## src/rtl/retry_backoff_pkg.sv

```systemverilog
package retry_backoff_pkg;
  typedef enum logic [1:0] {
    ST_IDLE  = 2'd0,
    ST_PAUSE = 2'd1,
    ST_GRANT = 2'd2
  } bo_state_e;
endpackage

```

## src/rtl/backoff_count.sv

```systemverilog
module backoff_count #(
  parameter int unsigned CEIL  = 4096,
  parameter int unsigned CNT_W = 13
) (
  input  logic             clk_i,
  input  logic             rst_ni,
  input  logic             clr_i,
  input  logic             step_i,
  output logic [CNT_W-1:0] cnt_o
);
  localparam logic [CNT_W:0] CeilW = (CNT_W+1)'(CEIL);

  logic [CNT_W-1:0] cnt_q;
  logic [CNT_W:0]   dbl;

  assign dbl = {cnt_q, 1'b0};

  always_ff @(posedge clk_i or negedge rst_ni) begin
    if (!rst_ni)      cnt_q <= CNT_W'(1);
    else if (clr_i)   cnt_q <= CNT_W'(1);
    else if (step_i)  cnt_q <= (dbl > CeilW) ? CNT_W'(CEIL) : dbl[CNT_W-1:0];
  end

  assign cnt_o = cnt_q;
endmodule

```

## src/rtl/pause_scaler.sv

```systemverilog
module pause_scaler #(
  parameter int unsigned CNT_W   = 13,
  parameter int unsigned SHIFT   = 7,
  parameter int unsigned PAUSE_W = 20
) (
  input  logic               clk_i,
  input  logic               rst_ni,
  input  logic               load_i,
  input  logic [CNT_W-1:0]   cnt_i,
  output logic [PAUSE_W-1:0] amt_o
);
  logic [PAUSE_W-1:0] scaled;
  logic [PAUSE_W-1:0] amt_q;

  generate
    if (SHIFT == 0) begin : g_noshift
      assign scaled = PAUSE_W'(cnt_i);
    end else begin : g_shift
      assign scaled = {cnt_i, {SHIFT{1'b0}}};
    end
  endgenerate

  // whole stall latched once per failure
  always_ff @(posedge clk_i or negedge rst_ni) begin
    if (!rst_ni)     amt_q <= '0;
    else if (load_i) amt_q <= scaled;
  end

  assign amt_o = amt_q;
endmodule

```

## src/rtl/backoff_fsm.sv

```systemverilog
module backoff_fsm
  import retry_backoff_pkg::*;
(
  input  logic clk_i,
  input  logic rst_ni,
  input  logic fail_i,
  input  logic clr_i,
  input  logic done_i,
  output logic issue_o,
  output logic pause_o,
  output logic grant_o
);
  bo_state_e state_q, state_d;

  // reset request beats a simultaneous failure
  assign issue_o = (state_q == ST_IDLE) && fail_i && !clr_i;

  always_comb begin
    state_d = state_q;
    unique case (state_q)
      ST_IDLE:  if (issue_o) state_d = ST_PAUSE;
      ST_PAUSE: if (done_i)  state_d = ST_GRANT;
      ST_GRANT: state_d = ST_IDLE;
      default:  state_d = ST_IDLE;
    endcase
  end

  always_ff @(posedge clk_i or negedge rst_ni) begin
    if (!rst_ni) state_q <= ST_IDLE;
    else         state_q <= state_d;
  end

  assign pause_o = (state_q == ST_PAUSE);
  assign grant_o = (state_q == ST_GRANT);
endmodule

```

## src/rtl/retry_backoff_ctrl.sv

```systemverilog
module retry_backoff_ctrl #(
  parameter int unsigned CEIL  = 4096,
  parameter int unsigned SHIFT = 7,
  localparam int unsigned CNT_W   = $clog2(CEIL) + 1,
  localparam int unsigned PAUSE_W = CNT_W + SHIFT
) (
  input  logic               clk_i,
  input  logic               rst_ni,
  input  logic               start_i,
  input  logic               fail_i,
  input  logic               success_i,
  input  logic               pause_done_i,
  output logic               pause_req_o,
  output logic [PAUSE_W-1:0] pause_cycles_o,
  output logic               retry_grant_o
);
  logic             clr_w;
  logic             issue_w;
  logic [CNT_W-1:0] cnt_w;

  assign clr_w = success_i | start_i;

  backoff_fsm u_fsm (
    .clk_i   (clk_i),
    .rst_ni  (rst_ni),
    .fail_i  (fail_i),
    .clr_i   (clr_w),
    .done_i  (pause_done_i),
    .issue_o (issue_w),
    .pause_o (pause_req_o),
    .grant_o (retry_grant_o)
  );

  backoff_count #(.CEIL(CEIL), .CNT_W(CNT_W)) u_cnt (
    .clk_i  (clk_i),
    .rst_ni (rst_ni),
    .clr_i  (clr_w),
    .step_i (issue_w),
    .cnt_o  (cnt_w)
  );

  pause_scaler #(.CNT_W(CNT_W), .SHIFT(SHIFT), .PAUSE_W(PAUSE_W)) u_scale (
    .clk_i  (clk_i),
    .rst_ni (rst_ni),
    .load_i (issue_w),
    .cnt_i  (cnt_w),
    .amt_o  (pause_cycles_o)
  );
endmodule

```

## config.mk

```make
export PLATFORM = sky130hd
export DESIGN_NAME = retry_backoff_ctrl
export DESIGN_NICKNAME = d
export VERILOG_FILES = /design/src/rtl/retry_backoff_pkg.sv /design/src/rtl/backoff_count.sv /design/src/rtl/pause_scaler.sv /design/src/rtl/backoff_fsm.sv /design/src/rtl/retry_backoff_ctrl.sv
export SDC_FILE = /design/constraint.sdc
export NUM_CORES = 1
export LEC_CHECK = 0
export ABC_CLOCK_PERIOD_IN_PS = 2300
export CORE_ASPECT_RATIO = 0.5
export CORE_MARGIN = 4
export CORE_UTILIZATION = 47
export CTS_CLUSTER_DIAMETER = 60
export DETAILED_ROUTE_END_ITERATION = 12
export HOLD_SLACK_MARGIN = 0.15
export PLACE_DENSITY = 0.86
export SLEW_MARGIN = 10
export SYNTH_ARGS = -nofsm -noshare
export SYNTH_HDL_FRONTEND = slang
export SYNTH_SLANG_ARGS = --single-unit
```

## constraint.sdc

```tcl
create_clock -name clk_i -period 2.3 [get_ports clk_i]
set_input_delay 0.575 -clock clk_i [delete_from_list [all_inputs] [get_ports clk_i]]
set_output_delay 0.575 -clock clk_i [all_outputs]
set_load 0.005 [all_outputs]
```

==> out/summary.log <==
[route] DRC violations left 0
[timing] setup repair after global routing missed its margin no
[run] max-cap check violation count 0
[final_layout] nets 128
[floorplanning] starting density of the core 52.0%
[synthesis] largest area contributor in the synthesized netlist sky130_fd_sc_hd__dfrtp_1
[synthesis] Warnings, synthesis 0
[synthesis] Distinct cells, synth 24
[pwr] power share of the sequential group 52.1%
[clock_tree] number of buffers on the longest clock path 2
[final_layout] final core utilization 63.7%
[timing] final hold violations 0
[floorplanning] number of top-level pins 28
[clock_tree] worst skew pair latency 0.28 ns
[final_layout] commonest non-fill, non-tap cells in the layout sky130_fd_sc_hd__dfrtp_1 (27), sky130_fd_sc_hd__clkdlybuf4s50_1 (20), sky130_fd_sc_hd__a21oi_1 (12)
[clock_tree] count of buffers added by post-CTS timing repair for setup 0
[clock_tree] clock root cell sky130_fd_sc_hd__clkbuf_8
[final_layout] Fillers 171
[global_routing] antenna violations before repair 0
[setup_path] Critical Path RT 1.73 ns
[floorplanning] chip width 80.0 um
[synthesis] synthesized cell area 1220 um2
[clock_tree] number of instances resized during post-cts repair 0
[setup_path] slowest stage delay, CP 0.49 ns
[timing] final period demand of the worst path 2.02 ns
[clock_tree] clock-pin slew on the worst setup and hold paths 0.09 ns
[final_layout] Ant. Diodes 0
[timing] portion of the clock cycle consumed by the worst path in the final layout 87.8%
[floorplanning] die height 44.0 um
[min_path] hold crit path type flip-flop to flip-flop
[route] First-pass DRT Iterations 4
[floorplanning] DIE AREA 3520 um2
[pwr] Static Leakage 0.694 nW
[global_routing] pin count of the biggest net entering global routing 29
[timing] Max Freq 495 MHz
[floorplanning] Core Box Area 2340 um2
[outcome] status complete, no violations
[setup_path] CP max stage cell sky130_fd_sc_hd__clkdlybuf4s50_1
[final_layout] area of the multi-input gates 449 um2
[setup_path] element type at the critical path end output pin
[timing] slew at the pin closest to its max-slew limit 0.689 ns
[placed_design] PortBufs 20
[setup_path] cells along the critical path nand2b_1, inv_1, clkdlybuf4s50_1
[synthesis] top post-synthesis cells by area sky130_fd_sc_hd__dfrtp_1 (55%), sky130_fd_sc_hd__mux2_4 (11%), sky130_fd_sc_hd__a21oi_1 (4.9%), sky130_fd_sc_hd__nand3_1 (4.5%), sky130_fd_sc_hd__buf_4 (4.3%)
[global_routing] number of global-route vias before repair 726
[setup_path] data arrival time of the critical path 1.44 ns
[clock_tree] CTS hold repair buffers 0
[timing] Sum Neg Setup Slack 0 ns
[synthesis] Mapped Cells 101
[pwr] overall power consumption 0.000982 W
[clock_tree] CTS sink count 28
[synthesis] mean instance size in the synthesized netlist 12.1 um2
[timing] total of endpoints with negative setup slack in the final report 0
[pwr] worst voltage drop across the vdd grid 0.319 mV
[clock_tree] number of clock buffers inserted by TritonCTS 3
[route] post-route ant nets 0
[final_layout] FF/Latch Area 702 um2
[pwr] proportion of total power due to net switching 20.5%
[setup_path] Worst setup SP type flip-flop
[floorplanning] cell row count 12
[placed_design] Final Wtd Congestion 0.722
[global_routing] global-route wire length before repair 3.66 mm
[clock_tree] CTS tree built
[route] wirelength, routed 2.09 mm
[global_routing] total global routing track utilization 13.9%
[route] mean routed wirelength per cell 13.4 um
[setup_path] buffer and inverter count on the worst path 2
[synthesis] Seq cells post-synth 28
[setup_path] critical setup path kind flip-flop to output pin
[pwr] cell internal power dissipation 0.000781 W
[final_layout] ratio of cells with drive above 1 in the final layout 19.8%
[final_layout] most frequent standard cell in the layout excluding fill and tap cells sky130_fd_sc_hd__dfrtp_1
[final_layout] area growth from synthesis to layout 22.5%
[setup_path] family with the most delay on the worst path buffers and inverters
[timing] headroom to the max-slew limit 53.9%
[placed_design] half-perimeter wire length after detailed placement 1.40 mm
[pwr] total net switching power 0.000201 W
[global_routing] overflow left after global routing 0
[pwr] combinational cell fraction of total power 9.1%
[timing] final setup skew 0.00547 ns
[setup_path] Crit Path Max Fanout 4
[pwr] Clock power frac 38.8%
[route] number of vias per cell 4.88
[timing] pins over their slew limit 0
[route] Vias 761
[synthesis] area share of the leading cell type in the synthesized netlist 55.4%
[pwr] cell area power density 658 nW/um2
[route] DRC violation total after the first TritonRoute iteration 104
[synthesis] portion of the post-synthesis area used by sequential elements 57.6%
[clock_tree] number of H-tree levels 1
-- power groups by stage --
stage / clock [W] / sequential [W] / combinational, W
after global routing: 0.000410 / 0.000514 / 0.0000977
after CTS: 0.000386 / 0.000511 / 0.0000902
after detailed placement: 0 / 0.000521 / 0.0000900
after global placement: 0 / 0.000520 / 0.0000889
final: 0.000381 / 0.000511 / 0.0000893
after floorplan: 0 / 0.000520 / 0.0000569
-- synthesized netlist by cell type, drive strengths merged --
cell type and count:
a21o 1, a21oi 12, and2 1, buf 10, clkbuf 3, conb 1
dfrtp 27, dfstp 1, inv 1, mux2 13, nand2 11, nand2b 2
nand3 11, nor2 2, nor2b 1, nor3b 1, o21ai 1, or2 1
or3b 1
-- routing by layer --
metal	share of wire [%]	vias up	wire (um)	track usage, %
met2	46	27	951	21.9
met3	5.8	4	121	4.36
met1	47	363	980	18.0
met5	0	-	0	0
met4	1.7	0	35	6.06
li1	-	367	-	-
-- metrics by stage --
stage | instances | instance area (um2) | hold WS, ns | worst slack (ns)
after floorplan | 107 | 1240 | 0.279 | 0.669
after global placement | 152 | 1420 | 0.492 | 0.365
after detailed placement | 152 | 1420 | 0.496 | 0.340
after CTS | 156 | 1490 | 0.520 | 0.273
after global routing | 156 | 1490 | 0.535 | 0.210
final | 156 | 1490 | 0.515 | 0.281
-- cell families after synthesis --
logic type	after synthesis	share of synthesized area (%)
AO/OA/AOI/OAI	14	5.95
buffers and inverters	14	7.39
flip-flops	28	57.6
multiplexers	13	14.8
other	1	0.308
AND/OR/NAND/NOR	31	14.0
-- flip-flops by register name (all words and copies together) (netlist names) --
register       flops
u_scale.amt_o     13
u_fsm.state_q      2
u_cnt.cnt_o       13
-- worst register-to-register path, delay by kind of cell, from the launching register on --
kind               cells  cell delay, ns
AOI/OAI and AO/OA      1            0.20
and+or+nand+nor        2            0.73
DFF                    1            0.41
-- worst paths after layout --
path                                                from                       endpoint  slack, ns  depth (start not counted)
setup / recovery            u_fsm.state_q[1]$_DFFE_PN0P_                    pause_req_o       0.28                          3
hold / removal             u_scale.amt_o[17]$_DFFE_PN0P_  u_scale.amt_o[17]$_DFFE_PN0P_       0.51                          1
setup reg to reg             u_cnt.cnt_o[11]$_DFFE_PN0P_     u_cnt.cnt_o[7]$_DFFE_PN0P_       0.88                          3
hold reg to reg            u_scale.amt_o[17]$_DFFE_PN0P_  u_scale.amt_o[17]$_DFFE_PN0P_       0.51                          1
max in group asynchronous                         rst_ni     u_cnt.cnt_o[0]$_DFFE_PN1P_       1.34                          2
min in group asynchronous                         rst_ni  u_scale.amt_o[11]$_DFFE_PN0P_       0.66                          2
-- layout make-up --
cell class / count / share of cell area [%]
clock buffers: 3 / 2.77
clock inverters: 1 / 2.01
inverters: 1 / 0.251
multi-input cells: 65 / 30.1
flip-flops and latches: 28 / 47.0
well taps: 35 / 2.93
repair buffers: 23 / 14.9
Power figures use the tool's default switching activity.
